==> config.mk <==
export PLATFORM = sky130hd
export DESIGN_NAME = cop_csr
export DESIGN_NICKNAME = d
export VERILOG_FILES = /design/src/rtl/cop_csr_pkg.sv /design/src/rtl/csr_setclr.sv /design/src/rtl/csr_sema.sv /design/src/rtl/cop_csr.sv
export SDC_FILE = /design/constraint.sdc
export NUM_CORES = 1
export LEC_CHECK = 0
export CAP_MARGIN = 10
export CORE_ASPECT_RATIO = 1.4
export CORE_MARGIN = 1
export CORE_UTILIZATION = 35
export DETAILED_ROUTE_END_ITERATION = 7
export PLACE_DENSITY = 0.72
export RECOVER_POWER = 25
export SLEW_MARGIN = 20
export SYNTH_ARGS = -nofsm -noshare
export SYNTH_HDL_FRONTEND = slang
export SYNTH_SLANG_ARGS = --single-unit
==> constraint.sdc <==
create_clock -name clk -period 1.5 [get_ports clk]
set_input_delay 0.45 -clock clk [delete_from_list [all_inputs] [get_ports clk]]
set_output_delay 0.45 -clock clk [all_outputs]
set_load 0.02 [all_outputs]
==> src/rtl/cop_csr_pkg.sv <==
package cop_csr_pkg;
    localparam int ADDR_W = 3;

    typedef enum logic [ADDR_W-1:0] {
        REG_STATUS = 3'd0,
        REG_DMAFUL = 3'd1,
        REG_RSVD   = 3'd2,
        REG_SEMA   = 3'd3,
        REG_PC     = 3'd4
    } reg_addr_e;

    // bit positions of the interrupt request pair in a status write
    localparam int IRQ_CLR_BIT = 2;
    localparam int IRQ_SET_BIT = 3;
endpackage

==> src/rtl/csr_setclr.sv <==
module csr_setclr (
    input  logic cur,
    input  logic set_req,
    input  logic clr_req,
    output logic nxt
);
    // exactly one request forces the value; zero or two keep it
    always_comb begin
        nxt = cur;
        if (set_req ^ clr_req) nxt = set_req;
    end
endmodule

==> src/rtl/csr_sema.sv <==
module csr_sema (
    input  logic clk,
    input  logic rst_n,
    input  logic acquire,
    input  logic release_req,
    output logic held
);
    logic held_d, held_q;

    always_comb begin
        held_d = held_q;
        if (acquire)     held_d = 1'b1;
        if (release_req) held_d = 1'b0;
    end

    always_ff @(posedge clk) begin
        if (!rst_n) held_q <= 1'b0;
        else        held_q <= held_d;
    end

    assign held = held_q;


    acquire_sets_chk: assert property (@(posedge clk) disable iff (!rst_n)
        acquire && !release_req |=> held);

    release_clears_chk: assert property (@(posedge clk) disable iff (!rst_n)
        release_req |=> !held);
endmodule

==> src/rtl/cop_csr.sv <==
module cop_csr
    import cop_csr_pkg::*;
#(
    parameter int DATA_W  = 32,
    parameter int PC_W    = 12,
    parameter int NUM_SIG = 8
) (
    input  logic              clk,
    input  logic              rst_n,
    input  logic              bus_valid,
    input  logic              bus_write,
    input  logic [ADDR_W-1:0] bus_addr,
    input  logic [DATA_W-1:0] bus_wdata,
    input  logic              break_evt,
    input  logic              dma_full,
    output logic              rd_valid,
    output logic [DATA_W-1:0] rd_data,
    output logic              irq_raise,
    output logic              irq_lower,
    output logic              run,
    output logic [PC_W-1:0]   pc_out
);
    // stored flags: 0 halt, 1 single-step, 2 irq-on-break, 3.. signals
    localparam int NFLAG     = 3 + NUM_SIG;
    localparam int BROKE_CLR = 2 * (NFLAG + 1);
    localparam int STAT_W    = NFLAG + 1;
    localparam logic [PC_W-1:0] PC_MASK = ~(PC_W'(3));

    typedef struct packed {
        logic [NFLAG-1:0]  flags;
        logic              broke;
        logic [PC_W-1:0]   pc;
        logic              irq_raise;
        logic              irq_lower;
        logic              rd_valid;
        logic [DATA_W-1:0] rd_data;
    } state_t;

    state_t s_d, s_q;
    logic [NFLAG-1:0]  flag_nxt;
    logic [STAT_W-1:0] stat_vec;
    logic              wr_req, rd_req, wr_status, sema_held;

    assign wr_req    = bus_valid && bus_write;
    assign rd_req    = bus_valid && !bus_write;
    assign wr_status = wr_req && (bus_addr == REG_STATUS);

    // halt uses request pair 0; pair 1 is the interrupt; others follow
    for (genvar k = 0; k < NFLAG; k++) begin : g_flag
        localparam int PAIR = (k == 0) ? 0 : k + 1;
        csr_setclr u_sc (
            .cur     (s_q.flags[k]),
            .set_req (bus_wdata[2*PAIR+1]),
            .clr_req (bus_wdata[2*PAIR]),
            .nxt     (flag_nxt[k])
        );
    end

    csr_sema u_sema (
        .clk         (clk),
        .rst_n       (rst_n),
        .acquire     (rd_req && (bus_addr == REG_SEMA)),
        .release_req (wr_req && (bus_addr == REG_SEMA)),
        .held        (sema_held)
    );

    assign stat_vec = {s_q.flags[NFLAG-1:1], s_q.broke, s_q.flags[0]};

    always_comb begin
        s_d           = s_q;
        s_d.irq_raise = 1'b0;
        s_d.irq_lower = 1'b0;
        s_d.rd_valid  = 1'b0;
        if (wr_status) begin
            s_d.flags     = flag_nxt;
            s_d.irq_raise = bus_wdata[IRQ_SET_BIT] && !bus_wdata[IRQ_CLR_BIT];
            s_d.irq_lower = bus_wdata[IRQ_CLR_BIT] && !bus_wdata[IRQ_SET_BIT];
            if (bus_wdata[BROKE_CLR]) s_d.broke = 1'b0;
        end
        if (break_evt) s_d.broke = 1'b1;
        if (wr_req && bus_addr == REG_PC && s_q.flags[0])
            s_d.pc = bus_wdata[PC_W-1:0] & PC_MASK;
        if (rd_req) begin
            s_d.rd_valid = 1'b1;
            case (bus_addr)
                REG_STATUS: s_d.rd_data = DATA_W'(stat_vec);
                REG_DMAFUL: s_d.rd_data = DATA_W'(dma_full);
                REG_SEMA:   s_d.rd_data = DATA_W'(sema_held);
                REG_PC:     s_d.rd_data = DATA_W'(s_q.pc);
                default:    s_d.rd_data = '0;
            endcase
        end
    end

    always_ff @(posedge clk) begin
        if (!rst_n) begin
            s_q          <= '0;
            s_q.flags[0] <= 1'b1;
        end else begin
            s_q <= s_d;
        end
    end

    assign rd_valid  = s_q.rd_valid;
    assign rd_data   = s_q.rd_data;
    assign irq_raise = s_q.irq_raise;
    assign irq_lower = s_q.irq_lower;
    assign run       = !s_q.flags[0];
    assign pc_out    = s_q.pc;


    halt_set_chk: assert property (@(posedge clk) disable iff (!rst_n)
        wr_status && bus_wdata[1] && !bus_wdata[0] |=> !run);

    halt_keep_chk: assert property (@(posedge clk) disable iff (!rst_n)
        wr_status && bus_wdata[1] && bus_wdata[0] |=> $stable(run));

    irq_raise_chk: assert property (@(posedge clk) disable iff (!rst_n)
        wr_status && bus_wdata[IRQ_SET_BIT] && !bus_wdata[IRQ_CLR_BIT] |=> irq_raise && !irq_lower);

    irq_idle_chk: assert property (@(posedge clk) disable iff (!rst_n)
        !wr_status |=> !irq_raise && !irq_lower);

    break_sets_chk: assert property (@(posedge clk) disable iff (!rst_n)
        break_evt |=> s_q.broke);

    pc_locked_chk: assert property (@(posedge clk) disable iff (!rst_n)
        run |=> $stable(pc_out));

    pc_align_chk: assert property (@(posedge clk) disable iff (!rst_n)
        pc_out[1:0] == 2'b00);
endmodule

==> Yosys cells after proc, flatten, opt, wreduce, memory -nomap -nowiden <==
Index checks and enable logic that the tools add are counted.
{ "op_classes": {"eq_ne": 3, "bitwise": 12, "n_mux": 5, "reduce_logical": 30} }
{ "op_table": {"columns": ["operator", "count"], "rows": [
  ["$pmux W12 S4", 1],
  ["$mux W33", 1],
  ["$reduce_and A2 Y1", 13],
  ["$xor A1 B1 Y1", 11],
  ["$logic_and A1 B1 Y1", 9],
  ["$logic_not A1 Y1", 4],
  ["$reduce_bool A2 Y1", 2],
  ["$eq A3 B1 Y1 const B", 1],
  ["$eq A3 B2 Y1 const B", 1],
  ["$eq A3 B3 Y1 const B", 1],
  ["$logic_not A3 Y1", 1],
  ["$mux W1", 3],
  ["$reduce_or A2 Y1", 1],
  ["$not A1 Y1", 1]
]} }
{ "word_totals": {"ff_bits": 58} }

==> Longest topological paths before layout <==
Gate-level depths: netlist (run 1).
{ "logic_depth": {"word_depth": 4, "mapped_depth": 5} }

==> Cells and area by module <==
From an unflattened synthesis (run 1), not the netlist that was laid out.
{ "unflattened": {"cells_unflattened": 254, "area_unflattened_um2": 2040.7} }
{ "by_module_without_submodules": {"columns": ["module", "cells_per_inst", "area_per_inst_um2", "seq_area_each_um2", "instances"], "rows": [
  ["cop_csr", 218, 1866.8, 740.7, 1],
  ["csr_setclr", 3, 12.5, 0.0, 11],
  ["csr_sema", 3, 36.3, 20.0, 1]
]} }

==> Least setup slack after synthesis (run 1) <==
No wires, ideal clock.
{ "synth_timing": {"path_kind": "input to register", "from": "in bus_addr[2]", "to": "reg s_q (netlist bit rd_data[11])", "t_required_ns": 1.372, "cell_stages": 5, "arrival_ns": 1.271, "slack_ns": 0.101, "cell_sequence": "buf_2 -> buf_4 -> mux2_1 -> a22oi_1 -> nor2_1"} }
{ "synth_between": {"elab_chain_len": 2, "elab_cells_between_ends": 5} }
{ "synth_lines": {"columns": ["element", "line", "source"], "rows": [
  ["start: declaration", "cop_csr.sv:12", "input logic [ADDR_W-1:0] bus_addr,"],
  ["$eq A3 B3 Y1 (tied with other cells)", "cop_csr.sv:85", "case (bus_addr)"],
  ["$pmux W12 S4 *", "cop_csr.sv:85", null],
  ["end: declaration", "cop_csr.sv:39", "state_t s_d, s_q;"]
]} }
Mark *: on every way between the ends. The rest lies on a longest branch, timed or not.
A chain may end at the register's enable or synchronous reset.

==> Worst setup path in the final report (run 1) <==
{ "layout_timing": {"from": "in bus_addr[0]", "to": "reg s_q[57] in the netlist's numbering"} }
{ "layout_between": {"elab_chain_len": 3} }
{ "layout_lines": {"columns": ["element", "line", "source"], "rows": [
  ["$logic_not A3 Y1", "cop_csr.sv:46", "assign wr_status = wr_req && (bus_addr == REG_STATUS);"],
  ["$logic_and A1 B1 Y1", "cop_csr.sv:46", null],
  ["$reduce_and A2 Y1 (no source line)", null, null]
]} }
No other way between the ends.

==> results.tsv, run 1 <==
stage	metric	value	unit
cells_and_area	Non-Filler Instances	358	
synth	Post-Synth Adder-Cell Area	0	%
die	Die Ht	92.2	microns
setup_path	R2R Path Start	s_q[48]	
routing	Routed Antenna Nets	0	
sta	RSZ-0062 raised after global routing	yes	
cells_and_area	Multi-input gate area	896	sq um
synth	Synth Area in Simple Gates	13.9	%
setup_path	CP arrival	1700	ps
setup_path	CP Class	in2reg	
synth	largest family of logic cells by synthesized area	buffers and inverters	
synth	Synth Area per Inst	8.48	sq um
setup_path	critical path endpoint category	flip-flop	
power	Lkg Pwr	1.21	nW
worst_hold_path	WHS Endpoint	rd_data[1]	
die	Starting Density	36.6	%
sta	Tmin final	1480	ps
setup_path	CP required	1720	ps
routing	DR vias/cell	5.06	
run	Max-Cap Viols	0	
clock_tree	CTS Buf Count	5	
grt	met1 GRT Util	19.9	%
routing	# DRC	0	
die	# IOs	89	
synth	mux cell area share after synthesis	6.03	%
cells_and_area	Fill cells	554	
sta	fmax	676	MHz
synth	Post-Syn Instances	240	
synth	compound-cell area share of the yosys netlist	19.6	%
setup_path	r2r worst-path depth	5	
synth	Synth area leader	dfxtp_1	
grt	largest net degree at the start of global routing	33	
synth	xor/xnor share of the synthesized area	0	%
synth	register area share after synthesis	37.4	%
grt	total global routing overflow	0	
grt	vias in the first global route	1736	
worst_hold_path	Worst Hold Launch	rd_data[1]	
cells_and_area	register area	761	sq um
routing	routed via count	1813	
die	Die Width	66.4	microns
sta	skew final	6.77	ps
clock_tree	htree depth	2	
sta	final setup violating endpoints	0	
grt	met3 usage	2.74	%
clock_tree	CTS tree	yes	
cells_and_area	post-route design area	2720	sq um
cells_and_area	nets	330	
synth	EDFF count, synth	0	
setup_path	capturing point of the worst reg2reg path	pc_out[7]	
placement	DPL Wire Length	3.54	mm
setup_path	crit path launch type	input port	
clock_tree	deepest clock path buffer count	2	
cells_and_area	fraction of layout cells with a size suffix above 1	10.3	%
placement	Inst Count DP	347	
sta	setup TNS	0	ps
grt	routing usage on met2	30.3	%
routing	wire per inst	14.1	microns
synth	Post-synth ARST share	0	%
placement	Post-Place Cell Area	2580	sq um
power	Max VDD drop	0.000462	V
placement	global placer's final weighted congestion	0.760	
synth	#FFs+latches synth	38	
synth	top post-synthesis cells by area	dfxtp_1, buf_4, mux2_1, o21ai_1, a22oi_1	
sta	final hold violations	0	
die	Rows	32	
cells_and_area	# diodes	0	
sta	Final Max Tran Viols	0	
routing	violation count after the first detailed-route iteration	89	
setup_path	worst-path fanout max	5	
clock_tree	root buf cell	clkbuf_8	
synth	Cell Area, Synth	2030	sq um
synth	YS warnings	0	
grt	initial antenna violation count	0	
synth	synth cell count leaders	buf_4, dfxtp_1, o21ai_1	
die	Die Area	6130	sq um
worst_hold_path	Hold Path Class	reg2reg	
outcome	outcome	completed	
sta	period utilization	98.6	%
routing	first-pass iteration count of the detailed router	4	
routing	final wirelength	5.05	mm
die	Core Area	5570	sq um
synth	Top FF cell, synth	dfxtp_1	
clock_tree	Sink Count	38	
grt	first-pass GRT wire length	8.01	mm
synth	most common cell in the netlist	buf_4	
power	Pwr Density	794	nW/um^2
grt	gr busiest metal	met2	
clock_tree	worst skew pair latency	300	ps
worst_hold_path	Hold Path Stages	2	
setup_path	worst reg2reg setup slack	430	ps
clock_tree	# hold bufs at CTS	0	
cells_and_area	Area growth syn-to-layout	33.5	%
synth	top-area cell type share of the netlist area	37.4	%
placement	Port Buf Inserts	59	
clock_tree	Clock transition at path regs	80	ps
grt	total global-route track usage	17.3	%
synth	synth unique cells	32	
area by class of cell:
type / instances / area share (%)
Tap cell: 68 / 3.13
Multi-Input combinational cell: 150 / 33.0
Clock inverter: 2 / 0.461
Timing Repair Buffer: 79 / 30.3
Inverter: 15 / 2.07
Clock buffer: 6 / 3.04
Sequential cell: 38 / 28.0
worst max path at each step:
stage | start | to | slack (ps) | cells after the start
4_1_cts | bus_addr[0] | s_q[56] | 30 | 6
6_report | bus_addr[0] | s_q[57] | 20 | 6
3_5_place_dp | bus_write | s_q[49] | -390 | 5
3_3_place_gp | bus_addr[1] | s_q[48] | -370 | 6
2_1_floorplan | bus_addr[2] | rd_data[11] | 100 | 5
5_1_grt | bus_addr[0] | s_q[58] | -50 | 6
power by group:
part | internal [W] | switching, W | total [W]
combinational | 0.000176 | 0.000197 | 0.000373
clock | 0.000369 | 0.000374 | 0.000743
sequential | 0.00103 | 0.0000130 | 0.00104
placed cells by master (no fill, tap or decap), types with 2 or more instances in the layout:
master and instances:
a21oi_1 12, a22oi_1 10, a31oi_1 11, and4b_1 3, buf_12 5, buf_4 6
buf_6 3, bufbuf_16 2, clkbuf_8 6, clkdlybuf4s50_1 27, conb_1 22, dfxtp_1 38
dlygate4sd2_1 31, inv_1 14, mux2_1 10, nand2b_1 2, nand3_1 12, nand4_1 10
nor2_1 14, o21ai_0 12, o21ai_1 20
stage by stage:
step	setup slack, ps	utilization (%)	total power (W)	hold slack [ps]
floorplan	101	-	0.00128	455
CTS	26.7	49.6	0.00218	493
global route	-48.7	48.8	0.00223	524
finish	21.0	48.8	0.00216	492
global placement	-374	46.4	0.00142	471
detailed placement	-388	46.4	0.00142	480
registers in the layout (all words and copies together) (netlist names):
register and count:
irq_lower 1, rd_data 12, pc_out 10, u_sema.held 1, s_q 12, irq_raise 1
rd_valid 1
worst max-delay path, stage by stage:
cell           delay, ps
dlygate4sd2_1        250
buf_6                140
nor3b_4              300
bufbuf_16            320
nand4_1               90
a31oi_1              150
logic make-up (layout without fill, tap and decap cells):
| logic type | count (synthesis) | in the layout |
|---|---|---|
| AO/OA/AOI/OAI | 69 | 69 |
| buffers and inverters | 73 | 102 |
| flip-flops | 38 | 38 |
| multiplexers | 11 | 11 |
| other | 1 | 22 |
| AND/OR/NAND/NOR | 48 | 48 |
layer usage:
layer	vias up	share of wire [%]
met5	-	0
met4	0	1.8
met3	7	5.1
met2	73	55
met1	849	38
li1	884	-
repair_timing:
action	4_1_cts	5_1_grt
setup endpoints to repair	53	7
pin swaps	2	0
setup buffers	0	0
gates cloned	3	0
gates resized for setup	36	0
No activity file was read; power rests on OpenSTA's default activity.
==> run 2: changes to the inputs <==
- CELL_PAD_IN_SITES_DETAIL_PLACEMENT: default -> 1
- CELL_PAD_IN_SITES_GLOBAL_PLACEMENT: default -> 1
- CORE_UTILIZATION: 35 -> 27
- PLACE_DENSITY: 0.72 -> 0.77
==> run 2 against run 1 <==
Net effect:
- the run now ends with design-rule violations, negative setup slack left
- worst setup slack got worse by 28 ps
- sequential share of layout area decreased by 1.7 points
- total power increased by 18%
- count of clock-buffer cells in the layout unchanged
- design area increased by 6.5%
- clock skew decreased by 0.66 ps
- cell count increased by 10%
- register-to-register slack got worse by 70 ps
- critical path type unchanged
- critical endpoint is now s_q[50]
==> results.tsv, run 2 (same netlist as run 1, synthesis figures left out) <==
stage	metric	value	unit	change
routing	routed via count	1913		+5.5%
setup_path	delay of the slowest cell on the worst path	300	ps	-20 ps
sta	fin worst setup slack	-6.89	ps	-27.9 ps
grt	first-pass GRT wire length	9.48	mm	+18%
clock_tree	CTS Buf Count	5		unchanged
cells_and_area	nets	337		+2.1%
sta	skew final	6.12	ps	-0.656 ps
grt	total global-route track usage	16.0	%	-1.3 points
power	Power Internal	0.00194	W	+23%
power	Pwr Density	876	nW/um^2	+10%
cells_and_area	Fill cells	899		+62%
sta	fmax	664	MHz	-1.9%
cells_and_area	Area growth syn-to-layout	42.2	%	
worst_hold_path	Hold Path Class	reg2reg		
sta	RSZ-0062 raised after global routing	yes		
routing	DR vias/cell	4.86		-4.1%
sta	Tmin final	1510	ps	+27.9 ps
power	clock network power share	42.6	%	+8.1 points
clock_tree	Clock transition at path regs	80	ps	about the same
sta	Final Max Tran Viols	0		unchanged
routing	# DRC	2		+2
power	Lkg Pwr	1.28	nW	+5.8%
clock_tree	CTS tree	yes		
routing	final wirelength	6.28	mm	+24%
setup_path	crit-path cells	dlygate4sd2_1, bufbuf_16, nor2b_4, buf_6, nand4_1, a31oi_1		
power	Flop pwr share	41.1	%	-7.2 points
clock_tree	# hold bufs at CTS	0		unchanged
setup_path	Top delay family on crit path	buffers and inverters		
die	Die Ht	105	microns	+14%
clock_tree	Sink Count	38		unchanged
sta	period utilization	100	%	+1.9 points
setup_path	Bufs and invs on worst path	3		unchanged
outcome	outcome	complete, but fails checks		
die	Die Area	7890	sq um	+29%
cells_and_area	fraction of layout cells with a size suffix above 1	14.1	%	+3.8 points
cells_and_area	post-route design area	2890	sq um	+6.5%
clock_tree	worst skew pair latency	290	ps	about the same
grt	initial antenna violation count	0		unchanged
die	Starting Density	27.8	%	-8.7 points
power	switching power	0.000598	W	+2.5%
cells_and_area	commonest non-fill, non-tap cell in the layout	dfxtp_1		
clock_tree	root buf cell	clkbuf_8		
die	Core Area	7310	sq um	+31%
setup_path	CP required	1710	ps	about the same
setup_path	capturing point of the worst reg2reg path	pc_out[7]		
placement	global placer's final weighted congestion	0.815		+7.3%
worst_hold_path	Hold Path Stages	2		unchanged
routing	first-pass iteration count of the detailed router	6		+2
die	Rows	37		+16%
cells_and_area	Util after Layout	39.5	%	-9.2 points
setup_path	worst-path fanout max	8		+3
setup_path	CP arrival	1720	ps	+20 ps
placement	Port Buf Inserts	59		unchanged
placement	DPL Wire Length	4.17	mm	+18%
setup_path	CP max-delay cell	dlygate4sd2_1		
routing	violation count after the first detailed-route iteration	92		+3.4%
power	Max VDD drop	0.000471	V	+2.0%
sta	WHS	504	ps	+12.3 ps
die	# IOs	89		unchanged
run	Max-Cap Viols	0		unchanged
grt	total global routing overflow	0		unchanged
setup_path	worst reg2reg setup slack	360	ps	-70 ps
clock_tree	deepest clock path buffer count	2		unchanged
worst_hold_path	Worst Hold Launch	pc_out[6]		
power	Net Sw Frac	23.6	%	-3.5 points
routing	Routed Antenna Nets	0		unchanged
setup_path	R2R Path Start	s_q[48]		
cells_and_area	register area	761	sq um	unchanged
power	total power	0.00254	W	+18%
sta	setup TNS	-6.89	ps	-6.89 ps
clock_tree	htree depth	2		unchanged
cells_and_area	most frequent cells in the layout	dfxtp_1, clkdlybuf4s50_1, dlygate4sd2_1		
power	logic gate share of total power	16.3	%	-1.0 points
routing	wire per inst	15.9	microns	+13%
outcome	failing checks	design-rule violations, negative setup slack		
sta	final hold violations	0		unchanged
cells_and_area	# diodes	0		unchanged
sta	final setup violating endpoints	1		+1
setup_path	critical path endpoint category	flip-flop		
setup_path	crit path launch type	input port		
worst_hold_path	WHS Endpoint	pc_out[6]		
setup_path	r2r worst-path depth	5		unchanged
setup_path	CP Class	in2reg		
grt	vias in the first global route	1949		+12%
grt	largest net degree at the start of global routing	27		-18%
cells_and_area	Multi-input gate area	907	sq um	+1.3%
die	Die Width	75.4	microns	+13%
placement	Post-Place Cell Area	2630	sq um	+1.7%
[run 2: cell types whose count changed in the layout (fill, tap and decap cells not counted), moves of 2 or more]
cell and delta:
clkdlybuf4s15_1 +3, bufinv_16 +2, buf_4 +7, dlygate4sd2_1 -4
[run 2: worst max path at each step]
stage	cells past startpoint	slack [ps]	end	startpoint
final	6	-7	s_q[50]	bus_addr[2]
after detailed placement	6	-430	s_q[48]	bus_addr[1]
after global placement	6	-400	s_q[48]	bus_addr[1]
after CTS	6	-5	s_q[52]	bus_addr[0]
after global routing	6	-50	s_q[58]	bus_addr[2]
after floorplan	5	100	rd_data[11]	bus_addr[2]
[run 2: repair_timing]
| item | 4_1_cts | 5_1_grt |
|---|---|---|
| pin swaps | 2 | 2 |
| gates cloned | 3 | 1 |
| endpoints found under the hold margin | 0 | 0 |
| endpoints found under the setup margin | 53 | 20 |
| resized for setup | 36 | 10 |
| buffers inserted | 1 | 4 |
[run 2: through the flow]
| step | cells | worst slack (ps) |
|---|---|---|
| floorplan | 261 | 101 |
| global placement | 377 | -400 |
| detailed placement | 377 | -426 |
| CTS | 389 | -5.49 |
| global route | 394 | -45.4 |
| finish | 394 | -6.89 |
[run 2: metal layers]
layer / vias up / routed length [microns] / global-route usage, % / part of all wire, %
met2: 64 / 3430 / 28.9 / 55
met1: 938 / 2330 / 16.9 / 37
met4: 0 / 191 / 7.94 / 3.0
li1: 898 / - / - / -
met3: 13 / 319 / 2.80 / 5.1
met5: - / 0 / 0 / 0
[run 2: cell type report]
type	instances	area share, %
multi-input combinational	150	31.4
timing repair buffer	86	31.3
sequential	38	26.3
tap	97	4.20
clock buffer	6	2.85
clock inverter	2	2.08
inverter	15	1.95
[run 2: tightest hold or removal path: cells and delay by family (launching register included)]
family | cells | cell delay [ps]
compound gates | 2 | 130
flops | 1 | 320
[run 2: power groups by stage]
stage	clock network, W	logic (W)	registers (W)
floorplan	0	0.000218	0.00106
global placement	0	0.000363	0.00106
detailed placement	0	0.000369	0.00106
CTS	0.00109	0.000398	0.00104
global route	0.00113	0.000439	0.00104
finish	0.00108	0.000414	0.00104
